==> src/rtl/ring_occupancy_tracker.sv <==
module ring_occupancy_tracker #(
  parameter int RING_DEPTH = 64,
  parameter int DB_W       = 8,
  localparam int CNT_W     = $clog2(RING_DEPTH + 1)
) (
  input  logic             clk,
  input  logic             rst_n,
  input  logic             push,
  input  logic             db_wr,
  input  logic [DB_W-1:0]  db_cnt,
  output logic [CNT_W-1:0] occupancy,
  output logic             pending,
  output logic             up_evt,
  output logic             down_evt,
  output logic             underflow,
  output logic             overflow
);
  localparam int NW = CNT_W + DB_W + 2;
  localparam logic signed [NW-1:0] LIMIT = NW'(RING_DEPTH);

  logic signed [NW-1:0] occ_s, inc_s, dec_s, sum;
  logic [CNT_W-1:0] nxt;
  logic below, above;

  assign occ_s = signed'({{(NW-CNT_W){1'b0}}, occupancy});
  assign inc_s = push ? NW'(1) : '0;
  assign dec_s = db_wr ? signed'({{(NW-DB_W){db_cnt[DB_W-1]}}, db_cnt}) : '0;
  assign sum   = occ_s + inc_s - dec_s;
  assign below = sum < 0;
  assign above = sum > LIMIT;
  assign nxt   = below ? '0 : above ? CNT_W'(RING_DEPTH) : sum[CNT_W-1:0];

  always_ff @(posedge clk) begin
    if (!rst_n) begin
      occupancy <= '0;
      pending   <= 1'b0;
      up_evt    <= 1'b0;
      down_evt  <= 1'b0;
      underflow <= 1'b0;
      overflow  <= 1'b0;
    end else begin
      occupancy <= nxt;
      pending   <= nxt != '0;
      up_evt    <= (occupancy == '0) && (nxt != '0);
      down_evt  <= (occupancy != '0) && (nxt == '0);
      underflow <= underflow | below;
      overflow  <= overflow | above;
    end
  end
endmodule

==> config.mk <==
export PLATFORM = sky130hd
export DESIGN_NAME = ring_occupancy_tracker
export DESIGN_NICKNAME = d
export VERILOG_FILES = /design/src/rtl/ring_occupancy_tracker.sv
export SDC_FILE = /design/constraint.sdc
export NUM_CORES = 1
export LEC_CHECK = 0
export ABC_AREA = 0
export BUFFER_PORTS_ARGS = -buffer_cell sky130_fd_sc_hd__buf_4
export CAP_MARGIN = 20
export CORE_ASPECT_RATIO = 1.4
export CORE_UTILIZATION = 40
export DETAILED_ROUTE_END_ITERATION = 16
export SLEW_MARGIN = 25
export SYNTH_ARGS = -nofsm -noshare
export SYNTH_HDL_FRONTEND = slang
export SYNTH_SLANG_ARGS = --single-unit
==> constraint.sdc <==
create_clock -name clk -period 6.97 [get_ports clk]
set_input_delay 0.697 -clock clk [delete_from_list [all_inputs] [get_ports clk]]
set_output_delay 0.697 -clock clk [all_outputs]
set_load 0.03 [all_outputs]
Word-level counts from Yosys, hierarchy flattened
Index checks and enable logic that the tools add are counted.
{"block": "classes", "n_addsub": 2, "n_lt_le_gt_ge": 2, "muxes": 4, "n_bitwise": 2, "reduce_logical": 6}
{"op": "$gt A17 B8 Y1 const B", "count": 1}
{"op": "$lt A17 B1 Y1 const B", "count": 1}
{"op": "$mux W17", "count": 1}
{"op": "$sub A9 B17 Y17", "count": 1}
{"op": "$logic_not A7 Y1", "count": 2}
{"op": "$mux W7", "count": 2}
{"op": "$reduce_bool A7 Y1", "count": 2}
{"op": "$add A7 B1 Y8", "count": 1}
{"op": "$logic_and A1 B1 Y1", "count": 2}
{"op": "$or A1 B1 Y1", "count": 2}
{"op": "$mux W1", "count": 1}
{"block": "totals", "ff_bits": 12, "input_bits": 12, "out_inout_bits": 12, "word_cells": 22}

Depth between registers and ports, before layout
{"block": "logic_depth", "depth_word": 8, "depth_mapped": 13, "ltp_nobuf": 12}

Least setup slack after synthesis
No wires, ideal clock.
{"block": "synth_timing", "kind": "input port to flip-flop", "from": "input push", "to": "register overflow", "arrival_ns": 2.944, "slack_ns": 3.905, "stages": 11, "n_path_buf": 0, "path_cell_list": "ha_1 -> nand4_1 -> nor2_1 -> xor2_1 -> ha_1 -> a21oi_1 -> o21ai_0 -> a21o_1 -> a211oi_1 -> o311ai_2 -> o311a_1"}
{"block": "synth_between", "elab_chain_cells": 5}
{"element": "start, declared", "line": "8", "rtl": "input logic push,"}
{"element": "$mux W1", "line": "26", "rtl": "assign inc_s = push ? NW'(1) : '0;"}
{"element": "$add A7 B1 Y8", "line": "28", "rtl": "assign sum = occ_s + inc_s - dec_s;"}
{"element": "$sub A9 B17 Y17", "line": "28"}
{"element": "$gt A17 B8 Y1", "line": "30", "rtl": "assign above = sum > LIMIT;"}
{"element": "$or A1 B1 Y1", "line": "47", "rtl": "overflow <= overflow | above;"}
{"element": "end signal, assigned", "line": "47"}
{"element": "end, declared", "line": "16", "rtl": "output logic overflow"}
No other way between the ends.
A chain may end at the register's enable or synchronous reset.

Final worst setup path
{"block": "layout_timing", "from": "input push", "to": "register occupancy[5]"}
{"block": "layout_between", "elab_chain_cells": 6, "elab_cells_between_ends": 7, "classes_between": "add/sub (2); order compare (2); mux (3)"}
{"element": "$mux W1 *", "line": "26"}
{"element": "$add A7 B1 Y8 *", "line": "28"}
{"element": "$sub A9 B17 Y17 *", "line": "28"}
{"element": "$gt A17 B8 Y1", "line": "30"}
{"element": "$mux W7", "line": "31", "rtl": "assign nxt = below ? '0 : above ? CNT_W'(RING_DEPTH) : sum[CNT_W-1:0];"}
{"element": "$mux W7 *", "line": "31"}
{"element": "end signal, assigned", "line": "42", "rtl": "occupancy <= nxt;"}
{"element": "end, declared", "line": "11", "rtl": "output logic [CNT_W-1:0] occupancy,"}
Every way passes the cells marked *; elsewhere a longest branch is shown, timed or not.

==> summary.txt <==
Layout
  • Most frequent cells in the layout: 23 x buf_4, 13 x nand2_1, 12 x ha_1, 12 x dfxtp_1, 6 x xor2_1
  • Most common cell after layout, fill and taps aside: buf_4
  • # fillers: 265
  • Final core area utilization: 52.7%
  • Nets: 171
  • # diodes: 0
  • Layout area overhead: 20.2%
  • Fraction of layout cells with a size suffix above 1: 26.4%

Synthesis
  • Syn_area_per_cell: 8.94 um^2
  • Post-synth ARST share: 0%
  • Post-synth top flop: dfxtp_1
  • Area leader, netlist: dfxtp_1
  • Synthesis warning total: 0
  • Gate Count Post-Synth: 121
  • Count of flip-flops with a built-in enable after synthesis: 0
  • Seq/Total Area, Yosys: 22.2%
  • Post-Syn Nets: 146
  • Synth area leaders: dfxtp_1 22%, ha_1 14%, xor2_1 4.9%
  • Synth unique cells: 45
  • Top cell type's share of synthesized area: 22.2%
  • Mapped cell area: 0.00108 mm^2
  • Seq cells post-synth: 12

Timing
  • Period utilisation layout: 46.2%
  • Hold Vio Cnt, Final: 0
  • Worst slew margin: 61.8%
  • Unrepaired setup endpoints after global routing: false
  • Final Skew: 0.000816 ns
  • Slew @ Worst Pin: 0.572 ns
  • Fin Setup TNS: 0 ns
  • Final setup viols: 0
  • WHS: 0.459 ns
  • Tmin final: 3.22 ns
  • Fmax achieved: 311 MHz
  • Pins Over Slew Limit: 0

Global route
  • First-pass GRT wire length: 4.24 mm
  • Initial antenna violation count: 0
  • Largest net degree at the start of global routing: 10
  • GR Util All Layers: 19.2%
  • Vias in the first global route: 985
  • Grt ovf: 0

Pwr
  • Cell area power density: 138 mW/mm^2
  • P_leak: 0.000604 uW
  • Maximum VDD drop: 0.0963 mV

Route
  • DR vias/cell: 5.36
  • Pre-Repair DR Iteration Count: 4
  • Antenna Violating Nets Remaining: 0
  • DRC Markers: 0
  • WL/cell: 13.9 um
  • WL final: 2.47 mm
  • Initial DRC Count: 7
  • Total number of vias: 954

Critical path
  • Arrival @ worst endpoint: 3.36 ns
  • CP startpoint: push
  • CP required: 7.11 ns
  • Most numerous cell on the critical path: ha_1
  • Largest stage delay on the critical path: 0.44 ns
  • Nature of the critical path endpoint: flop
  • Critical path startpoint category: input pin
  • R2r setup slk: 3.85 ns
  • CP Class: in -> reg
  • Crit Reg-Reg Startpoint: occupancy[0]
  • CP endpoint: occupancy[5]
  • Worst-case reg-to-reg path depth: 11
  • Critical path, cell by cell: buf_4, ha_1, nand4_1, nor2_1, xor2_1, ha_1, a21oi_1, o21ai_0, a21o_1, a211oi_1, o311ai_2, nor4b_1
  • Slowest cell on the critical path: a211oi_1
  • Reg2reg end: occupancy[5]
  • Worst-path maximum fanout: 7

Floorplanning
  • Std-Cell Rows: 21
  • Die width: 46.0 um
  • Io pins: 24
  • Die area: 0.00292 mm^2
  • Die Y-Extent: 63.5 um
  • Starting Density: 43.8%
  • Core area: 0.00247 mm^2

Job
  • Max cap viols: 0

Place
  • Post-DP HPWL: 2.05 mm
  • Placer Congestion: 0.861
  • Port bufs: 23

CTS
  • Postcts setup bufs: 0
  • Clk root buf: clkbuf_4
  • Worst-path clk slew: 0.06 ns
  • Clock latency on the worst-skew pair: 0.26 ns
  • CTS H-tree lvls: 1
  • Cts bufs inserted: 3
  • Post-CTS Resized: 0
  • # hold bufs at CTS: 0
  • CTS tree: done
  • Clock Path Buffers: 2
  • Clock Sink Count: 12

Status
  • Status: finished clean

Worst hold path
  • Min-Delay Path Class: reg -> reg
## Yosys cell counts (2+ instances only)
| master | count |
|---|---|
| nor3_1 | 2 |
| nor4_1 | 4 |
| a21oi_1 | 5 |
| inv_1 | 5 |
| o21ai_0 | 3 |
| xor2_1 | 6 |
| a21o_1 | 2 |
| nand2_1 | 13 |
| nand2b_1 | 5 |
| dfxtp_1 | 12 |
| nor2b_1 | 5 |
| o21a_1 | 2 |
| ha_1 | 12 |
| xnor2_1 | 4 |
| nor2_1 | 5 |
| nand4_1 | 2 |
| nor4b_1 | 3 |
| nand3_1 | 2 |
| and2_1 | 3 |
## how the worst min path moves through the flow
stage / depth (start not counted) / start / slack (ns) / end
6_report: 1 / underflow / 0.46 / underflow
4_1_cts: 1 / underflow / 0.47 / underflow
3_3_place_gp: 1 / underflow / 0.45 / underflow
2_1_floorplan: 1 / underflow / 0.63 / underflow
5_1_grt: 1 / underflow / 0.49 / underflow
3_5_place_dp: 1 / underflow / 0.45 / underflow
## flip-flops by register name, summed over array words and instances, names as in the netlist
name       count
down_evt       1
up_evt         1
occupancy      7
overflow       1
pending        1
underflow      1
## per-layer routing
metal  GRT usage, %  up-vias  wire [um]
li1               -      494          -
met1           23.5      440       1080
met2           32.9       16       1300
met3          0.860        4         46
met5              0        -          0
met4           8.09        0         42
## logic make-up after synthesis
family                   after synthesis  share of synthesized area [%]
adder cells (fa/ha/maj)               13                           15.7
XOR/XNOR                              10                           8.09
AO/OA/AOI/OAI                         25                           20.5
buffers and inverters                  8                           3.47
flip-flops                            12                           22.2
AND/OR/NAND/NOR                       53                           30.1
## through the flow
stage | worst slack, ns | total power [uW] | area, um^2 | instances
after floorplan | 3.90 | 124 | 1080 | 121
after global placement | 3.55 | 141 | 1280 | 175
after detailed placement | 3.51 | 142 | 1280 | 175
after CTS | 3.76 | 182 | 1300 | 178
after global routing | 3.56 | 193 | 1300 | 178
final | 3.75 | 179 | 1300 | 178
## where the power goes
group	internal, uW	total, uW	switching, uW	leakage (uW)
clock	19.9	38.2	18.3	0.0000138
combinational	28.1	67.4	39.3	0.000492
sequential	71.7	73.7	1.94	0.0000980
total	120	179	59.5	0.000604
## layout make-up
| type | count | area, um^2 | area share (%) |
|---|---|---|---|
| repair buffers | 23 | 173 | 13.3 |
| multi-input cells | 101 | 805 | 61.8 |
| well taps | 34 | 42.5 | 3.27 |
| clock buffers | 3 | 22.5 | 1.73 |
| inverters | 5 | 18.8 | 1.44 |
| flip-flops and latches | 12 | 240 | 18.5 |
## worst max-delay path: cells and delay by family
kind / cells / cell delay, ns
AO/OA/AOI/OAI: 5 / 1.24
XOR/XNOR: 1 / 0.19
adder cells (fa/ha/maj): 2 / 0.46
buffers and inverters: 1 / 0.09
AND/OR/NAND/NOR: 3 / 0.69
Note: power is estimated with default switching activity, not from simulation.
